==> src/rtl/ipc_pkg.sv <==
package ipc_pkg;
  localparam logic [7:0] OFF_SEND   = 8'h0C;
  localparam logic [7:0] OFF_RECV   = 8'h10;
  localparam logic [7:0] OFF_EN     = 8'h14;
  localparam logic [7:0] OFF_DIS    = 8'h18;
  localparam logic [7:0] OFF_CLR    = 8'h1C;
  localparam logic [7:0] OFF_CCLR   = 8'h38;
  localparam logic [31:0] ID_NONE   = 32'hFFFF_FFFF;

  typedef enum logic [2:0] {
    OP_NONE, OP_SEND, OP_EN, OP_DIS, OP_CLR, OP_CCLR
  } wr_op_e;
endpackage

==> src/rtl/ipc_wr_decode.sv <==
module ipc_wr_decode
  import ipc_pkg::*;
#(
  parameter int NUM_CLIENT = 4,
  parameter int NUM_SIG    = 4,
  localparam int N  = NUM_CLIENT * NUM_SIG,
  localparam int CW = (NUM_CLIENT > 1) ? $clog2(NUM_CLIENT) : 1,
  localparam int SW = (NUM_SIG > 1) ? $clog2(NUM_SIG) : 1
) (
  input  logic          wr_en,
  input  logic [7:0]    addr,
  input  logic [31:0]   wdata,
  output logic [N-1:0]  en_set,
  output logic [N-1:0]  en_clr,
  output logic [N-1:0]  pend_clr,
  output logic          send_v,
  output logic [CW-1:0] send_c,
  output logic [SW-1:0] send_s
);
  wr_op_e      op;
  logic [15:0] f_client;
  logic [15:0] f_sig;
  logic        id_ok;
  logic        cc_ok;
  logic [N-1:0] id_hot;
  logic [N-1:0] cc_hot;

  assign f_client = wdata[31:16];
  assign f_sig    = wdata[15:0];
  assign id_ok    = (f_client < 16'(NUM_CLIENT)) && (f_sig < 16'(NUM_SIG));
  assign cc_ok    = wdata < 32'(NUM_CLIENT);

  always_comb begin
    op = OP_NONE;
    if (wr_en) begin
      case (addr)
        OFF_SEND: op = OP_SEND;
        OFF_EN:   op = OP_EN;
        OFF_DIS:  op = OP_DIS;
        OFF_CLR:  op = OP_CLR;
        OFF_CCLR: op = OP_CCLR;
        default:  op = OP_NONE;
      endcase
    end
  end

  genvar gc, gs;
  generate
    for (gc = 0; gc < NUM_CLIENT; gc++) begin : g_cli
      for (gs = 0; gs < NUM_SIG; gs++) begin : g_sig
        assign id_hot[gc*NUM_SIG+gs] = id_ok && (f_client == 16'(gc)) && (f_sig == 16'(gs));
        assign cc_hot[gc*NUM_SIG+gs] = cc_ok && (wdata == 32'(gc));
      end
    end
  endgenerate

  assign en_set   = (op == OP_EN)  ? id_hot : '0;
  assign en_clr   = (op == OP_DIS) ? id_hot : '0;
  assign pend_clr = (op == OP_CLR) ? id_hot : ((op == OP_CCLR) ? cc_hot : '0);
  assign send_v   = (op == OP_SEND) && id_ok;
  assign send_c   = f_client[CW-1:0];
  assign send_s   = f_sig[SW-1:0];
endmodule

==> src/rtl/ipc_entry_bank.sv <==
module ipc_entry_bank #(
  parameter int N = 16
) (
  input  logic         clk,
  input  logic         rst_n,
  input  logic [N-1:0] sig_in,
  input  logic [N-1:0] en_set,
  input  logic [N-1:0] en_clr,
  input  logic [N-1:0] pend_clr,
  output logic [N-1:0] pend_q,
  output logic [N-1:0] en_q,
  output logic         any_live
);
  genvar gi;
  generate
    for (gi = 0; gi < N; gi++) begin : g_ent
      always_ff @(posedge clk or negedge rst_n) begin
        if (!rst_n) begin
          pend_q[gi] <= 1'b0;
          en_q[gi]   <= 1'b0;
        end else begin
          pend_q[gi] <= sig_in[gi] | (pend_q[gi] & ~pend_clr[gi]);
          en_q[gi]   <= en_set[gi] | (en_q[gi] & ~en_clr[gi]);
        end
      end
    end
  endgenerate

  assign any_live = |(pend_q & en_q);
endmodule

==> src/rtl/ipc_lowest_pick.sv <==
module ipc_lowest_pick #(
  parameter int N  = 16,
  localparam int IW = (N > 1) ? $clog2(N) : 1
) (
  input  logic [N-1:0]  live,
  output logic          found,
  output logic [IW-1:0] idx
);
  always_comb begin
    found = 1'b0;
    idx   = '0;
    for (int i = N - 1; i >= 0; i--) begin
      if (live[i]) begin
        found = 1'b1;
        idx   = IW'(i);
      end
    end
  end
endmodule

==> src/rtl/ipc_doorbell_ctrl.sv <==
module ipc_doorbell_ctrl
  import ipc_pkg::*;
#(
  parameter int NUM_CLIENT = 4,
  parameter int NUM_SIG    = 4,
  localparam int N  = NUM_CLIENT * NUM_SIG,
  localparam int CW = (NUM_CLIENT > 1) ? $clog2(NUM_CLIENT) : 1,
  localparam int SW = (NUM_SIG > 1) ? $clog2(NUM_SIG) : 1,
  localparam int IW = (N > 1) ? $clog2(N) : 1
) (
  input  logic          clk,
  input  logic          rst_n,
  input  logic          bus_wr,
  input  logic [7:0]    bus_addr,
  input  logic [31:0]   bus_wdata,
  output logic [31:0]   bus_rdata,
  input  logic [N-1:0]  sig_in,
  output logic          irq,
  output logic          db_valid,
  output logic [CW-1:0] db_client,
  output logic [SW-1:0] db_signal
);
  logic [N-1:0]  en_set, en_clr, pend_clr;
  logic [N-1:0]  pend_q, en_q;
  logic          send_v;
  logic [CW-1:0] send_c;
  logic [SW-1:0] send_s;
  logic          pick_valid;
  logic [IW-1:0] pick_idx;
  logic          any_live;

  ipc_wr_decode #(.NUM_CLIENT(NUM_CLIENT), .NUM_SIG(NUM_SIG)) u_dec (
    .wr_en(bus_wr), .addr(bus_addr), .wdata(bus_wdata),
    .en_set(en_set), .en_clr(en_clr), .pend_clr(pend_clr),
    .send_v(send_v), .send_c(send_c), .send_s(send_s)
  );

  ipc_entry_bank #(.N(N)) u_bank (
    .clk(clk), .rst_n(rst_n), .sig_in(sig_in),
    .en_set(en_set), .en_clr(en_clr), .pend_clr(pend_clr),
    .pend_q(pend_q), .en_q(en_q), .any_live(any_live)
  );

  ipc_lowest_pick #(.N(N)) u_pick (
    .live(pend_q & en_q), .found(pick_valid), .idx(pick_idx)
  );

  assign irq = any_live;

  always_comb begin
    bus_rdata = '0;
    if (bus_addr == OFF_RECV) begin
      if (pick_valid)
        bus_rdata = {16'(int'(pick_idx) / NUM_SIG), 16'(int'(pick_idx) % NUM_SIG)};
      else
        bus_rdata = ID_NONE;
    end
  end

  always_ff @(posedge clk or negedge rst_n) begin
    if (!rst_n) begin
      db_valid  <= 1'b0;
      db_client <= '0;
      db_signal <= '0;
    end else begin
      db_valid <= send_v;
      if (send_v) begin
        db_client <= send_c;
        db_signal <= send_s;
      end
    end
  end
endmodule

==> config.mk <==
export PLATFORM = sky130hd
export DESIGN_NAME = ipc_doorbell_ctrl
export DESIGN_NICKNAME = d
export VERILOG_FILES = /design/src/rtl/ipc_pkg.sv /design/src/rtl/ipc_wr_decode.sv /design/src/rtl/ipc_entry_bank.sv /design/src/rtl/ipc_lowest_pick.sv /design/src/rtl/ipc_doorbell_ctrl.sv
export SDC_FILE = /design/constraint.sdc
export NUM_CORES = 1
export LEC_CHECK = 0
export BUFFER_PORTS_ARGS = -buffer_cell sky130_fd_sc_hd__buf_2
export CORE_MARGIN = 1.5
export CORE_UTILIZATION = 47
export DETAILED_ROUTE_END_ITERATION = 10
export PLACE_DENSITY_LB_ADDON = 0.2
export SYNTH_ARGS = -nofsm -noshare
export SYNTH_HDL_FRONTEND = slang
export SYNTH_SLANG_ARGS = --single-unit
==> constraint.sdc <==
create_clock -name clk -period 7.2 [get_ports clk]
set_input_delay 0.72 -clock clk [delete_from_list [all_inputs] [get_ports clk]]
set_output_delay 0.72 -clock clk [all_outputs]
set_load 0.01 [all_outputs]
======== Word-level counts from Yosys, hierarchy flattened ========
Cells that the tools add are included.
cells by class
  bitwise gates (word level) .............. 97
  magnitude comparators ................... 3
  eq/ne operators ......................... 20
  muxes and demuxes ....................... 40
  reductions and logical operators ........ 30
operators with widths
  kind                 count
  $eq 16x2->1 const B  4
  $eq 32x2->1 const B  2
  $mux 16              4
  $mux 32              2
  $mux 4               16
  $and 1x1->1          32
  $eq 16x1->1 const B  2
  $eq 32x1->1 const B  1
  $eq 8x5->1 const B   4
  $logic_not 16->1     2
  $logic_not 32->1     1
  $lt 16x3->1 const B  2
  $lt 32x3->1 const B  1
  $not 1->1            32
  $or 1x1->1           32
  $logic_and 1x1->1    26
  $and 16x16->16       1
  $mux 1               16
  $reduce_or 16->1     1
  $pmux 3 s5           1
  $eq 8x4->1 const B   1
  $eq 8x6->1 const B   1
  $eq 3x2->1 const B   2
  $eq 3x3->1 const B   2
  2 further kinds      2
storage, ports and cells
  logic and storage cells ................. 225
  output and inout bits ................... 38
  register bits ........................... 37

======== Logic depth before layout (Yosys ltp) ========
Gate-level depths: netlist of the first run.
  depth in word-level cells ............... 19
  gate-level depth with buffers ........... 6

======== Hierarchy ========
Synthesis of the first run repeated with hierarchy kept, for this count alone.
unflattened totals
  cells, all modules ...................... 336
  area, all modules ....................... 2771.4 um2
by module, submodules not included
  module             area each (um2)  seq. area each (um2)  instances  cells an instance
  ipc_entry_bank     1263.7           800.8                 1          105
  ipc_wr_decode      780.7            0.0                   1          135
  ipc_doorbell_ctrl  548.0            125.1                 1          63
  ipc_lowest_pick    178.9            0.0                   1          33

======== Worst setup path after synthesis of the first run ========
Ideal clock, no wire load.
  path type ............................... input to output
  start point ............................. in bus_addr[1]
  end point ............................... out bus_rdata[10]
  buffers on the path ..................... 1
  arrival ................................. 2.605 ns
  stages .................................. 4
  path slack .............................. 3.875 ns
  cell sequence ........................... nor4_4 > nand3_1 > nor2_1 > buf_4
on the way
  longest elaborated chain between the ends .. 2
ends and longest elaborated chain
  what         line                     source
  from (decl)  ipc_doorbell_ctrl.sv:14  input logic [7:0] bus_addr,
  $eq 8x5->1   ipc_doorbell_ctrl.sv:52  if (bus_addr == OFF_RECV) begin
  $mux 32      ipc_doorbell_ctrl.sv:52
  to (decl)    ipc_doorbell_ctrl.sv:16  output logic [31:0] bus_rdata,
Every way passes these cells.

======== Worst setup path in the final report of the first run ========
  start point ............................. reg u_bank.pend_q[8]
  end point ............................... out bus_rdata[22]
on the way
  longest elaborated chain between the ends .. 12
ends and longest elaborated chain
  what                               line                     source
  from (decl)                        ipc_entry_bank.sv:10     output logic [N-1:0] pend_q,
  from (signal, indexed assignment)  ipc_entry_bank.sv:22     pend_q[gi] <= sig_in[gi] | (pend_q[gi] & ~pend_clr[gi]);
  $and 16x16->16                     ipc_doorbell_ctrl.sv:45  .live(pend_q & en_q), .found(pick_valid), .idx(pick_idx)
  $mux 1 (9 in series)               ipc_lowest_pick.sv:13    if (live[i]) begin
  $mux 32                            ipc_doorbell_ctrl.sv:53  if (pick_valid)
  $mux 32                            ipc_doorbell_ctrl.sv:52
Every way passes these cells.

==> results.py, run 1 <==
metrics = {
    "status": {
        "outcome": "finished, final reports clean",
    },
    "logic_synthesis": {
        "synthArstFlopShare": 1.00,
        "synth_edf_count": 0,
        "yosysTopAreaCell": "dfrtp_1",
        "syn_nets": 293,
        "syn_area_um2": 2330,
        "synth_ff_type": "dfrtp_1",
        "synthCells": 234,
        "syn_area_per_cell_um2": 9.97,
        "yosysSeqAreaShare": 0.397,
        "ys_seq_elements": 37,
        "ys_warn_count": 0,
        "synth.distinct_cells": 41,
        "synth.area.top_cells": "dfrtp_1 40%, buf_4 8.7%, mux2_2 8.2%",
        "synth_top_area_share": 0.397,
    },
    "floorplanning": {
        "die_y_um": 73.4,
        "start_util": 0.491,
        "die_w_um": 73.4,
        "row_count": 25,
        "dieArea_um2": 5390,
        "coreArea_um2": 4750,
        "ios": 97,
    },
    "pwr": {
        "internal_power_uw": 291,
        "powerDensity_nw_per_um2": 138,
        "pwr-share-clk": 0.368,
        "power_frac_seq": 0.545,
        "leakagePower_nw": 1.32,
        "p_total_uw": 381,
        "irDropWorstVdd_uv": 104,
        "combPwrFrac": 0.087,
        "p_sw_frac": 0.235,
        "p_switching_uw": 89.7,
    },
    "timing": {
        "skew_ps": 0,
        "fmax_mhz": 277,
        "finalHoldViolations": 0,
        "maxSlewHeadroom": 0.284,
        "setup_tns_ps": 0,
        "tightest_slew_ps": 1070,
        "finalCritPeriodShare": 0.501,
        "rsz0062_at_grt": "no",
        "worst_slack_ps": 3590,
        "finalSetupViolations": 0,
        "timing.hold.ws_ps": 500,
        "maxSlewViolCount": 0,
        "min_period_ps": 3610,
    },
    "final_layout": {
        "layout_common_cells": "96 x buf_2, 37 x dfrtp_1, 36 x nand2_1",
        "syn2layout_area_growth_pct": 18.1,
        "design_area_um2": 2760,
        "fin_cells": 375,
        "utilization": 0.579,
        "final_common_cell": "buf_2",
        "diodes": 0,
        "layout-drive-gt1-share": 0.481,
        "nNetsFinal": 366,
    },
    "grt": {
        "grt_util_all_layers": 0.221,
        "grt_max_degree": 38,
        "grt_pass1_wl_um": 9010,
        "first_global_vias": 1969,
        "antenna_found_initial": 0,
        "grt_overflow": 0,
    },
    "cts": {
        "cts_max_level": 2,
        "clk_pin_slew_ps": 70,
        "cts_buffers": 5,
        "post-cts-setup-buffers": 0,
        "clk_latency_ps": 290,
        "cts_sinks": 37,
        "clock_path_buffers": 2,
        "hold_buffers": 0,
        "clockRootBuffer": "clkbuf_8",
        "post_cts_resized": 0,
        "cts_tree": "yes",
    },
    "drt": {
        "drt_first_iter_violations": 135,
        "wl_um": 5590,
        "wl_met1_um": 2390,
        "vias": 2088,
        "via_per_inst": 5.57,
        "wire_per_inst_um": 14.9,
        "top_layer": "met4",
        "dr_wl_met2_um": 2760,
        "firstDrtPassIters": 4,
        "met3WireLength_um": 363,
        "drtAntennaViolNets": 0,
        "drc": 0,
    },
    "worst_setup_path": {
        "setup.worst_path.class": "reg -> out",
        "start_kind": "flip-flop",
        "worstReg2RegStart": "u_bank.pend_q[5]$_DFF_PN0_",
        "cp_slowest_cell": "nor2_1",
        "crit_chain": "a22oi_1 > nand3_1 > or4_1 > nor2_1 > buf_2",
        "required_ps": 6480,
        "critical-path-max-stage-delay_ps": 840,
        "cp-end-kind": "output port",
        "worstPathArrival_ps": 2890,
        "critPathLaunch": "u_bank.pend_q[8]$_DFF_PN0_",
        "critPathMaxFanout": 28,
    },
    "placement": {
        "dpl.hpwl_um": 4260,
        "port-buffer-count": 96,
        "postPlaceCellArea_um2": 2680,
        "dp_cells": 367,
        "gp_congestion": 0.844,
        "post-place-ws_ps": 3750,
    },
    "job": {
        "drv_cap": 0,
    },
    "hold_path": {
        "hold_path_class": "reg -> reg",
        "hp-start": "u_bank.en_q[5]$_DFF_PN0_",
    },
}
-- layout make-up --
class / count / area, um2
well taps: 67 / 83.8
repair buffers: 96 / 480
multi-input cells: 164 / 1170
flip-flops and latches: 37 / 926
fillers: 451 / 2000
inverters: 3 / 11.3
clock buffers: 8 / 80.1
-- sequential cells by signal, summed over array words and instances, names as in the netlist --
name           count
u_bank.en_q       16
u_bank.pend_q     16
db_client          2
db_signal          2
db_valid           1
-- power by group through the flow --
stage	registers (mW)	clock network [mW]	logic, mW
6_report	0.208	0.140	0.0331
5_1_grt	0.208	0.151	0.0367
4_1_cts	0.208	0.144	0.0337
3_5_place_dp	0.212	0	0.0336
3_3_place_gp	0.212	0	0.0327
2_1_floorplan	0.212	0	0.00835
-- metal layers --
layer	vias up	global-route usage
met1	1015	0.293
met4	0	0.0741
li1	993	-
met5	-	0
met3	9	0.0425
met2	71	0.361
-- cells by family after synthesis --
logic type,Yosys count,share of synthesized area
flip-flops,37,0.397
multiplexers,19,0.0912
AO/OA/AOI/OAI,38,0.120
AND/OR/NAND/NOR,106,0.289
XOR/XNOR,1,0.00376
buffers and inverters,33,0.0998
-- cells in the mapped netlist (2+ instances only) --
master,n
nor3b_4,2
nand4_1,14
nor2_1,10
a21oi_1,6
a21o_1,3
nor3_4,2
nor4_2,7
a31oi_1,4
mux2_2,17
nor4_4,2
nand3_1,15
buf_4,27
clkbuf_1,2
nor3_1,3
dfrtp_1,37
a211oi_1,2
nand2b_1,3
o21ai_0,3
inv_1,3
nor2b_1,2
a31o_2,13
nand2_1,36
a22oi_1,3
-- worst max-delay path, delay by kind of cell, from the launching register on --
| family | cells | cell delay [ps] |
|---|---|---|
| AO/OA/AOI/OAI | 1 | 310 |
| AND/OR/NAND/NOR | 3 | 1570 |
| buffers and inverters | 1 | 280 |
| flip-flops | 1 | 420 |
-- path summary, 6_finish.rpt --
check / endpoint / slack (ps) / cells after the start
setup / recovery: bus_rdata[22] / 3590 / 5
setup reg to reg: u_bank.pend_q[5]$_DFF_PN0_ / 6220 / 3
hold reg to reg: u_bank.en_q[5]$_DFF_PN0_ / 500 / 1
max in group asynchronous: u_bank.en_q[6]$_DFF_PN0_ / 6160 / 1
min in group asynchronous: u_bank.pend_q[11]$_DFF_PN0_ / 520 / 1
hold / removal: u_bank.en_q[5]$_DFF_PN0_ / 500 / 1
Note: power is estimated with default switching activity, not from simulation.
==> inputs of run 2 (changes only) <==
clock period = 3.7 ns   (was 7.2 ns; I/O delays follow)
==> run 2 against run 1 <==
  * Cell count grew 0.27%
  * Flip-flop and latch count is the same
  * Clock skew is the same
  * Non-clock buffer count grew 1
  * First-iteration DRC count shrank 27%
  * Global-route usage grew 0.64 points
  * Combinational power grew 96%
  * Sequential share of layout area shrank 0.73 points
  * Clock power grew to 3.0 times the previous value
  * Register-to-register slack lost 3500 ps
  * Hold slack lost 330 ps
  * Total power grew 130%
  * Critical endpoint is now bus_rdata[27]
==> results.py, run 2 (same netlist as run 1, synthesis figures left out) <==
metrics = {
    "status": {
        "outcome": "finished, final reports clean",
    },
    "pwr": {
        "pwr-share-clk": 0.470,
        "internal_power_uw": 701,
        "powerDensity_nw_per_um2": 314,
        "p_sw_frac": 0.208,
        "power_frac_seq": 0.456,
        "leakagePower_nw": 1.36,
        "irDropWorstVdd_uv": 236,
        "p_switching_uw": 184,
        "combPwrFrac": 0.073,
    },
    "cts": {
        "clockRootBuffer": "clkbuf_8",
        "clk_pin_slew_ps": 80,
        "cts_buffers": 5,
        "cts_max_level": 2,
        "hold_buffers": 0,
        "clk_latency_ps": 290,
        "cts_sinks": 37,
        "cts_tree": "yes",
        "clock_path_buffers": 2,
        "post-cts-setup-buffers": 0,
        "post_cts_resized": 0,
    },
    "floorplanning": {
        "ios": 97,
        "coreArea_um2": 4750,
        "die_w_um": 73.4,
        "start_util": 0.491,
        "die_y_um": 73.4,
        "row_count": 25,
        "dieArea_um2": 5390,
    },
    "grt": {
        "grt_pass1_wl_um": 9360,
        "antenna_found_initial": 0,
        "grt_overflow": 0,
        "first_global_vias": 1992,
        "grt_util_all_layers": 0.227,
        "grt_max_degree": 38,
    },
    "drt": {
        "wl_um": 5570,
        "drtAntennaViolNets": 0,
        "drc": 0,
        "via_per_inst": 5.49,
        "drt_first_iter_violations": 99,
        "wire_per_inst_um": 14.8,
        "vias": 2063,
        "firstDrtPassIters": 4,
    },
    "placement": {
        "gp_congestion": 0.875,
        "port-buffer-count": 96,
        "dpl.hpwl_um": 4190,
    },
    "worst_setup_path": {
        "critPathLaunch": "u_bank.pend_q[5]$_DFF_PN0_",
        "required_ps": 3330,
        "reg2regPathDepth": 3,
        "r2r-end": "u_bank.pend_q[5]$_DFF_PN0_",
        "start_kind": "flip-flop",
        "worstReg2RegStart": "u_bank.pend_q[5]$_DFF_PN0_",
        "critPathMaxFanout": 28,
        "critical-path-max-stage-delay_ps": 590,
        "cp-end-kind": "output port",
        "crit_chain": "and2_1 > a21oi_1 > nand3_1 > or4_1 > nor2_1 > buf_4 > buf_2",
        "cp_slowest_cell": "or4_1",
        "r2r_slack_ps": 2730,
        "setup.worst_path.class": "reg -> out",
        "worstPathArrival_ps": 2260,
        "endpoint": "bus_rdata[27]",
    },
    "timing": {
        "skew_ps": 0,
        "setup_tns_ps": 0,
        "fmax_mhz": 380,
        "maxSlewViolCount": 0,
        "maxSlewHeadroom": 0.443,
        "rsz0062_at_grt": "no",
        "timing.hold.ws_ps": 171,
        "min_period_ps": 2630,
        "finalSetupViolations": 0,
        "finalCritPeriodShare": 0.712,
        "finalHoldViolations": 0,
        "tightest_slew_ps": 830,
    },
    "job": {
        "drv_cap": 0,
    },
    "final_layout": {
        "syn2layout_area_growth_pct": 20.8,
        "layout-drive-gt1-share": 0.492,
        "layout_common_cells": "96 x buf_2, 37 x dfrtp_1, 36 x nand2_1",
        "final_common_cell": "buf_2",
        "largestRegisters": "u_bank.en_q: 16 flops, u_bank.pend_q: 16 flops",
        "n_fill_cell": 447,
        "utilization": 0.592,
        "diodes": 0,
        "nNetsFinal": 367,
    },
    "hold_path": {
        "hold_path_class": "in -> async",
    },
}
-- run 2: power by group through the flow --
stage | Sequential [mW] | Combinational (mW) | Clock, mW
3_5_place_dp | 0.412 | 0.0658 | 0
3_3_place_gp | 0.412 | 0.0642 | 0
2_1_floorplan | 0.412 | 0.0163 | 0
6_report | 0.404 | 0.0648 | 0.417
5_1_grt | 0.404 | 0.0723 | 0.437
4_1_cts | 0.404 | 0.0659 | 0.423
-- run 2: how the worst min path moves through the flow --
stage | from | cells after the start | endpoint | slack (ps)
6_report | rst_n | 1 | u_bank.pend_q[11]$_DFF_PN0_ | 170
5_1_grt | rst_n | 1 | u_bank.pend_q[6]$_DFF_PN0_ | 240
4_1_cts | rst_n | 1 | u_bank.en_q[11]$_DFF_PN0_ | 210
3_5_place_dp | db_signal[0]$_DFFE_PN0P_ | 1 | db_signal[0]$_DFFE_PN0P_ | 490
3_3_place_gp | db_client[0]$_DFFE_PN0P_ | 1 | db_client[0]$_DFFE_PN0P_ | 490
2_1_floorplan | rst_n | 0 | db_client[0]$_DFFE_PN0P_ | 70
-- run 2: final cells by class --
class | count | area (um2) | share of cell area
Clock buffer | 5 | 68.8 | 0.0244
Clock inverter | 3 | 65.1 | 0.0231
Inverter | 3 | 11.3 | 0.00400
Multi-Input combinational cell | 164 | 1170 | 0.417
Sequential cell | 37 | 926 | 0.329
Tap cell | 67 | 83.8 | 0.0298
Timing Repair Buffer | 97 | 488 | 0.173
-- run 2: through the flow --
stage | std cells | power (mW) | worst slack [ps] | cell area, um2
global route | 376 | 0.913 | 931 | 2820
CTS | 376 | 0.893 | 1060 | 2820
finish | 376 | 0.885 | 1070 | 2820
global placement | 368 | 0.476 | 1350 | 2680
floorplan | 234 | 0.428 | 729 | 2330
detailed placement | 368 | 0.478 | 1270 | 2680
-- run 2: worst max-delay path, delay by kind of cell (launching register included) --
| kind | cells | cell delay (ps) |
|---|---|---|
| AO/OA/AOI/OAI | 1 | 170 |
| flip-flops | 1 | 380 |
| buffers and inverters | 2 | 380 |
| AND/OR/NAND/NOR | 4 | 1030 |
-- run 2: routing by layer --
layer,up-vias,global-route usage,routed length (um)
met1,985,0.303,2440
met4,0,0.0720,85
li1,997,-,-
met5,-,0,0
met3,8,0.0535,344
met2,73,0.364,2700
